--- src/rtl/cq_poster.sv ---
module cq_poster #(
  parameter int AW      = 64,
  parameter int QW      = 12,
  parameter int ES_LOG2 = 4
) (
  input  logic          clk,
  input  logic          rst_n,
  input  logic          cfg_load,
  input  logic [AW-1:0] cfg_base,
  input  logic [QW-1:0] cfg_size_m1,
  input  logic          cfg_irq_en,
  input  logic          req_valid,
  output logic          req_ready,
  input  logic [15:0]   req_cid,
  input  logic [14:0]   req_status,
  input  logic [15:0]   req_sqid,
  input  logic [15:0]   req_sqhead,
  input  logic [31:0]   req_result,
  input  logic          hd_valid,
  input  logic [QW-1:0] hd_value,
  output logic          wr_valid,
  output logic [AW-1:0] wr_addr,
  output logic [127:0]  wr_data,
  output logic          irq_o
);

  logic          ring_on, irq_en, phase;
  logic [AW-1:0] base;
  logic [QW-1:0] last, tail, head, tail_nxt;
  logic          full, fire, wrap;

  assign wrap      = (tail == last);
  assign tail_nxt  = wrap ? '0 : tail + 1'b1;
  assign full      = (tail_nxt == head);
  assign req_ready = ring_on & ~full & ~cfg_load;
  assign fire      = req_valid & req_ready;
  assign irq_o     = irq_en & wr_valid & ~fire;

  always_ff @(posedge clk or negedge rst_n) begin
    if (!rst_n) begin
      ring_on <= 1'b0;
      irq_en  <= 1'b0;
      base    <= '0;
      last    <= '0;
      tail    <= '0;
      head    <= '0;
      phase   <= 1'b1;
    end else if (cfg_load) begin
      ring_on <= 1'b1;
      irq_en  <= cfg_irq_en;
      base    <= cfg_base;
      last    <= cfg_size_m1;
      tail    <= '0;
      head    <= '0;
      phase   <= 1'b1;
    end else begin
      if (fire) begin
        tail <= tail_nxt;
        if (wrap) phase <= ~phase;
      end
      if (ring_on && hd_valid && hd_value <= last) head <= hd_value;
    end
  end

  always_ff @(posedge clk or negedge rst_n) begin
    if (!rst_n) begin
      wr_valid <= 1'b0;
      wr_addr  <= '0;
      wr_data  <= '0;
    end else begin
      wr_valid <= fire;
      if (fire) begin
        wr_addr <= base + (AW'(tail) << ES_LOG2);
        wr_data <= {req_status, phase, req_cid, req_sqid, req_sqhead, 32'h0, req_result};
      end
    end
  end


  no_post_when_full_chk: assert property (@(posedge clk) disable iff (!rst_n)
    (req_valid && !req_ready) |=> !wr_valid);


  tail_wrap_chk: assert property (@(posedge clk) disable iff (!rst_n)
    (fire && wrap && !cfg_load) |=> (tail == '0 && phase != $past(phase)));


  tail_step_chk: assert property (@(posedge clk) disable iff (!rst_n)
    (fire && !wrap && !cfg_load) |=> (tail == $past(tail) + 1'b1));


  status_field_chk: assert property (@(posedge clk) disable iff (!rst_n)
    fire |=> (wr_valid && wr_data[127:113] == $past(req_status) && wr_data[112] == $past(phase)));


  bad_head_ignored_chk: assert property (@(posedge clk) disable iff (!rst_n)
    (hd_valid && hd_value > last && !cfg_load) |=> $stable(head));

endmodule

--- config.mk ---
export PLATFORM = sky130hd
export DESIGN_NAME = cq_poster
export DESIGN_NICKNAME = d
export VERILOG_FILES = /design/src/rtl/cq_poster.sv
export SDC_FILE = /design/constraint.sdc
export NUM_CORES = 1
export LEC_CHECK = 0
export ABC_AREA = 1
export BUFFER_PORTS_ARGS = -buffer_cell sky130_fd_sc_hd__buf_2
export CAP_MARGIN = 0
export CORE_MARGIN = 2
export CORE_UTILIZATION = 30
export DETAILED_ROUTE_END_ITERATION = 10
export GPL_ROUTABILITY_DRIVEN = 0
export PLACE_DENSITY = 0.63
export SYNTH_ARGS = -nofsm -noshare
export SYNTH_HDL_FRONTEND = slang
export SYNTH_SLANG_ARGS = --single-unit
--- constraint.sdc ---
create_clock -name clk -period 2.79 [get_ports clk]
set_clock_uncertainty 0.15 [all_clocks]
set_input_delay 0.1395 -clock clk [delete_from_list [all_inputs] [get_ports clk]]
set_output_delay 0.1395 -clock clk [all_outputs]
set_load 0.01 [all_outputs]
==> impl_metrics.env <==
export IMPL_clk_latency_ns=0.57
export IMPL_ios=384
export IMPL_power_switching_share_pct=28.8
export IMPL_overflow=0
export IMPL_core_area_sq_um=43000
export IMPL_instances_no_fill=2874
export IMPL_drtAntennaViolNets=0
export IMPL_synthFlopType="dfrtp_1"
export IMPL_p_seq_share_pct=40.8
export IMPL_worstPathRequired_ns=2.50
export IMPL_htreeDepth=1
export IMPL_syn_area_sq_um=13000
export IMPL_cts_tree="done"
export IMPL_hpwl_mm=34.1
export IMPL_dpl_cell_count=2582
export IMPL_cp_start_kind="flip-flop"
export IMPL_dieWidth_um=213
export IMPL_crit_family="simple AND/OR/NAND/NOR gates"
export IMPL_final_common_cell="nand2_1"
export IMPL_first_pass_iters=5
export IMPL_slew_viol_final=0
export IMPL_synthCells=1648
export IMPL_dieArea_sq_um=45200
export IMPL_wl_met2_mm=23.9
export IMPL_p_total_mw=11.3
export IMPL_worstSetupPathType="flip-flop to output port"
export IMPL_status="finished with violations"
export IMPL_grt_usage_pct=21.0
export IMPL_p_leak_nw=9.99
export IMPL_wl_per_cell_um=17.3
export IMPL_worst_path_most_repeated_cell="nand2_1"
export IMPL_violations="setup timing"
export IMPL_syn_avg_cell_area_sq_um=7.92
export IMPL_dp_slack_ns=-0.0992
export IMPL_p_switching_mw=3.27
export IMPL_critPathMaxStageDelay_ns=0.40
export IMPL_viasPerCell=4.64
export IMPL_clk_pin_slew_ns=0.06
export IMPL_drv_cap=0
export IMPL_worst_ep_arrival_time_ns=2.75
export IMPL_grt_antenna_before_repair=0
export IMPL_initial_core_util_pct=30.4
export IMPL_grt_max_degree=110
export IMPL_top_layer_used="met4"
export IMPL_fin_util_pct=45.3
export IMPL_first_global_vias=13400
export IMPL_max_freq_mhz=329
export IMPL_cp_end_kind="output port"
export IMPL_async_flop_share_pct=100
export IMPL_layout_nets=2482
export IMPL_cts_buffers=30
export IMPL_grt_pass1_wl_mm=73.1
export IMPL_hold_slack_ns=0.0448
export IMPL_setup_ws_ns=-0.253
export IMPL_hold_path_class="input pin to flip-flop"
export IMPL_final_hold_viol_count=0
export IMPL_row_count=76
export IMPL_clock_path_buffers=3
export IMPL_wl_mm=49.8
export IMPL_p_comb_share_pct=20.6
export IMPL_placed_area_sq_um=15700
export IMPL_cp_cell_sequence="buf_6 -> inv_4 -> nand2_1 -> nand2_1 -> nand2_1 -> nor2_2 -> nand3_2 -> buf_6 -> buf_12 -> nand2_1 -> nand2_1 -> nand2_1 -> nor2_1 -> nand2_1 -> nor2_2 -> nand2_2 -> nand3_4 -> buf_6 -> nand3_2 -> inv_2 -> buf_6"
export IMPL_area_growth_syn_to_layout_pct=49.4
export IMPL_wl_met1_mm=20.2
export IMPL_drt_initial_drc_count=1108
export IMPL_fin_area_sq_um=19500
export IMPL_p_per_area_nw_per_um2=582
export IMPL_ys_types=33
export IMPL_synth_seq_cells=264
export IMPL_clock_sinks=264
export IMPL_ys_seq_area_share_pct=50.6
export IMPL_via_count=13300
export IMPL_slew_headroom_pct=56.2
export IMPL_port_buffers=351
export IMPL_critPathBufInv=7
export IMPL_ir_drop_uv=424
export IMPL_synth_edf_count=0
export IMPL_pwr_share_clk_pct=38.6
export IMPL_slowest_stage="dfrtp_1"
export IMPL_synth_warnings=0
export IMPL_layout_min_cycle_time_ns=3.04
export IMPL_wl_met3_mm=3.71
export IMPL_fin_crit_sh_pct=109
export IMPL_tightest_slew_ns=0.651
export IMPL_die_h_um=213
export IMPL_n_antenna_cell=0
export IMPL_rsz0062_at_grt="yes"
export IMPL_setup_tns_ns=-8.29
export IMPL_final_cell_mix="nand2_1, buf_2, dfrtp_1"
export IMPL_drcViolationCount=0
export IMPL_cts_root_buf="clkbuf_16"
export IMPL_report_final_setup_viol=123
export IMPL_cp_max_fo=13
export IMPL_p_int_mw=8.07
export IMPL_drive_above_1_share_pct=24.1
==> power by group through the flow <==
stage | clock, mW | combinational [mW] | sequential [mW]
3_5_place_dp | 0 | 1.97 | 4.68
3_3_place_gp | 0 | 1.94 | 4.67
5_1_grt | 4.66 | 2.58 | 4.67
4_1_cts | 4.49 | 2.29 | 4.61
2_1_floorplan | 0 | 0.830 | 4.79
6_report | 4.38 | 2.34 | 4.63
==> final timing paths <==
kind	start	endpoint	slack [ns]	cells after the start
hold reg to reg	wr_addr[54]	wr_addr[54]	0.32	2
min in group asynchronous	rst_n	base[43]	0.47	3
max in group asynchronous	rst_n	wr_data[113]	1.39	4
setup / recovery	tail[0]	irq_o	-0.25	21
hold / removal	cfg_load	base[30]	0.04	4
setup reg to reg	tail[0]	wr_data[101]	-0.14	21
==> what timing repair did <==
action | 4_1_cts | 5_1_grt
pin swaps | 21 | 20
setup buffers | 19 | 4
resized for setup | 52 | 32
setup endpoints to repair | 134 | 177
gates cloned | 3 | 3
hold buffers | 210 | 0
endpoints found under the hold margin | 448 | 0
==> final cells by class <==
cell class              instances  area [sq um]
multi-input cells            1187          5650
flip-flops and latches        264          6620
clock inverters                11           235
well taps                     585           732
fillers                      4089         23500
inverters                     134           515
clock buffers                  43           861
repair buffers                650          4880
==> worst min-delay path, stage by stage <==
cell and delay [ns]:
buf_4 0.19, buf_12 0.24, nand2_1 0.10, nand2_1 0.04
==> routing by layer <==
layer  track usage [%]  vias up
met2              37.1      596
met3              4.09      118
met4              8.49        0
met5                 0        -
met1              24.8     6261
li1                  -     6364
==> state kept, by name, indices dropped and copies added, names as in the netlist <==
signal / cells
wr_valid: 1
head: 12
ring_on: 1
tail: 12
last: 12
wr_data: 96
base: 64
phase: 1
irq_en: 1
wr_addr: 64
==> synth_stat cells, drive strengths merged, types with 2 or more instances <==
| cell type | count | area share (%) |
|---|---|---|
| nand2 | 699 | 20 |
| dfrtp | 263 | 50 |
| o21ai | 133 | 5.1 |
| inv | 132 | 3.8 |
| nand3 | 76 | 3.0 |
| nor2 | 72 | 2.1 |
| buf | 68 | 3.9 |
| xor2 | 51 | 3.4 |
| nor3 | 33 | 1.3 |
| clkbuf | 26 | 0.75 |
| ha | 25 | 2.4 |
| nand4 | 21 | 1.0 |
| a21oi | 18 | 0.69 |
| xnor2 | 11 | 0.74 |
| nor4 | 5 | 0.24 |
| a21o | 3 | 0.17 |
| clkinv | 2 | 0.058 |
| o21bai | 2 | 0.12 |
==> cell families (layout without fill, tap and decap cells) <==
| kind of cell | Yosys count | after routing | share of synthesized area, % |
|---|---|---|---|
| AND/OR/NAND/NOR | 908 | 908 | 27.8 |
| buffers and inverters | 228 | 838 | 8.54 |
| XOR/XNOR | 62 | 62 | 4.16 |
| AO/OA/AOI/OAI | 159 | 159 | 6.28 |
| adder cells (fa/ha/maj) | 26 | 26 | 2.55 |
| flip-flops | 264 | 264 | 50.6 |
| other | 1 | 32 | 0.0287 |
Power figures use the tool's default switching activity.
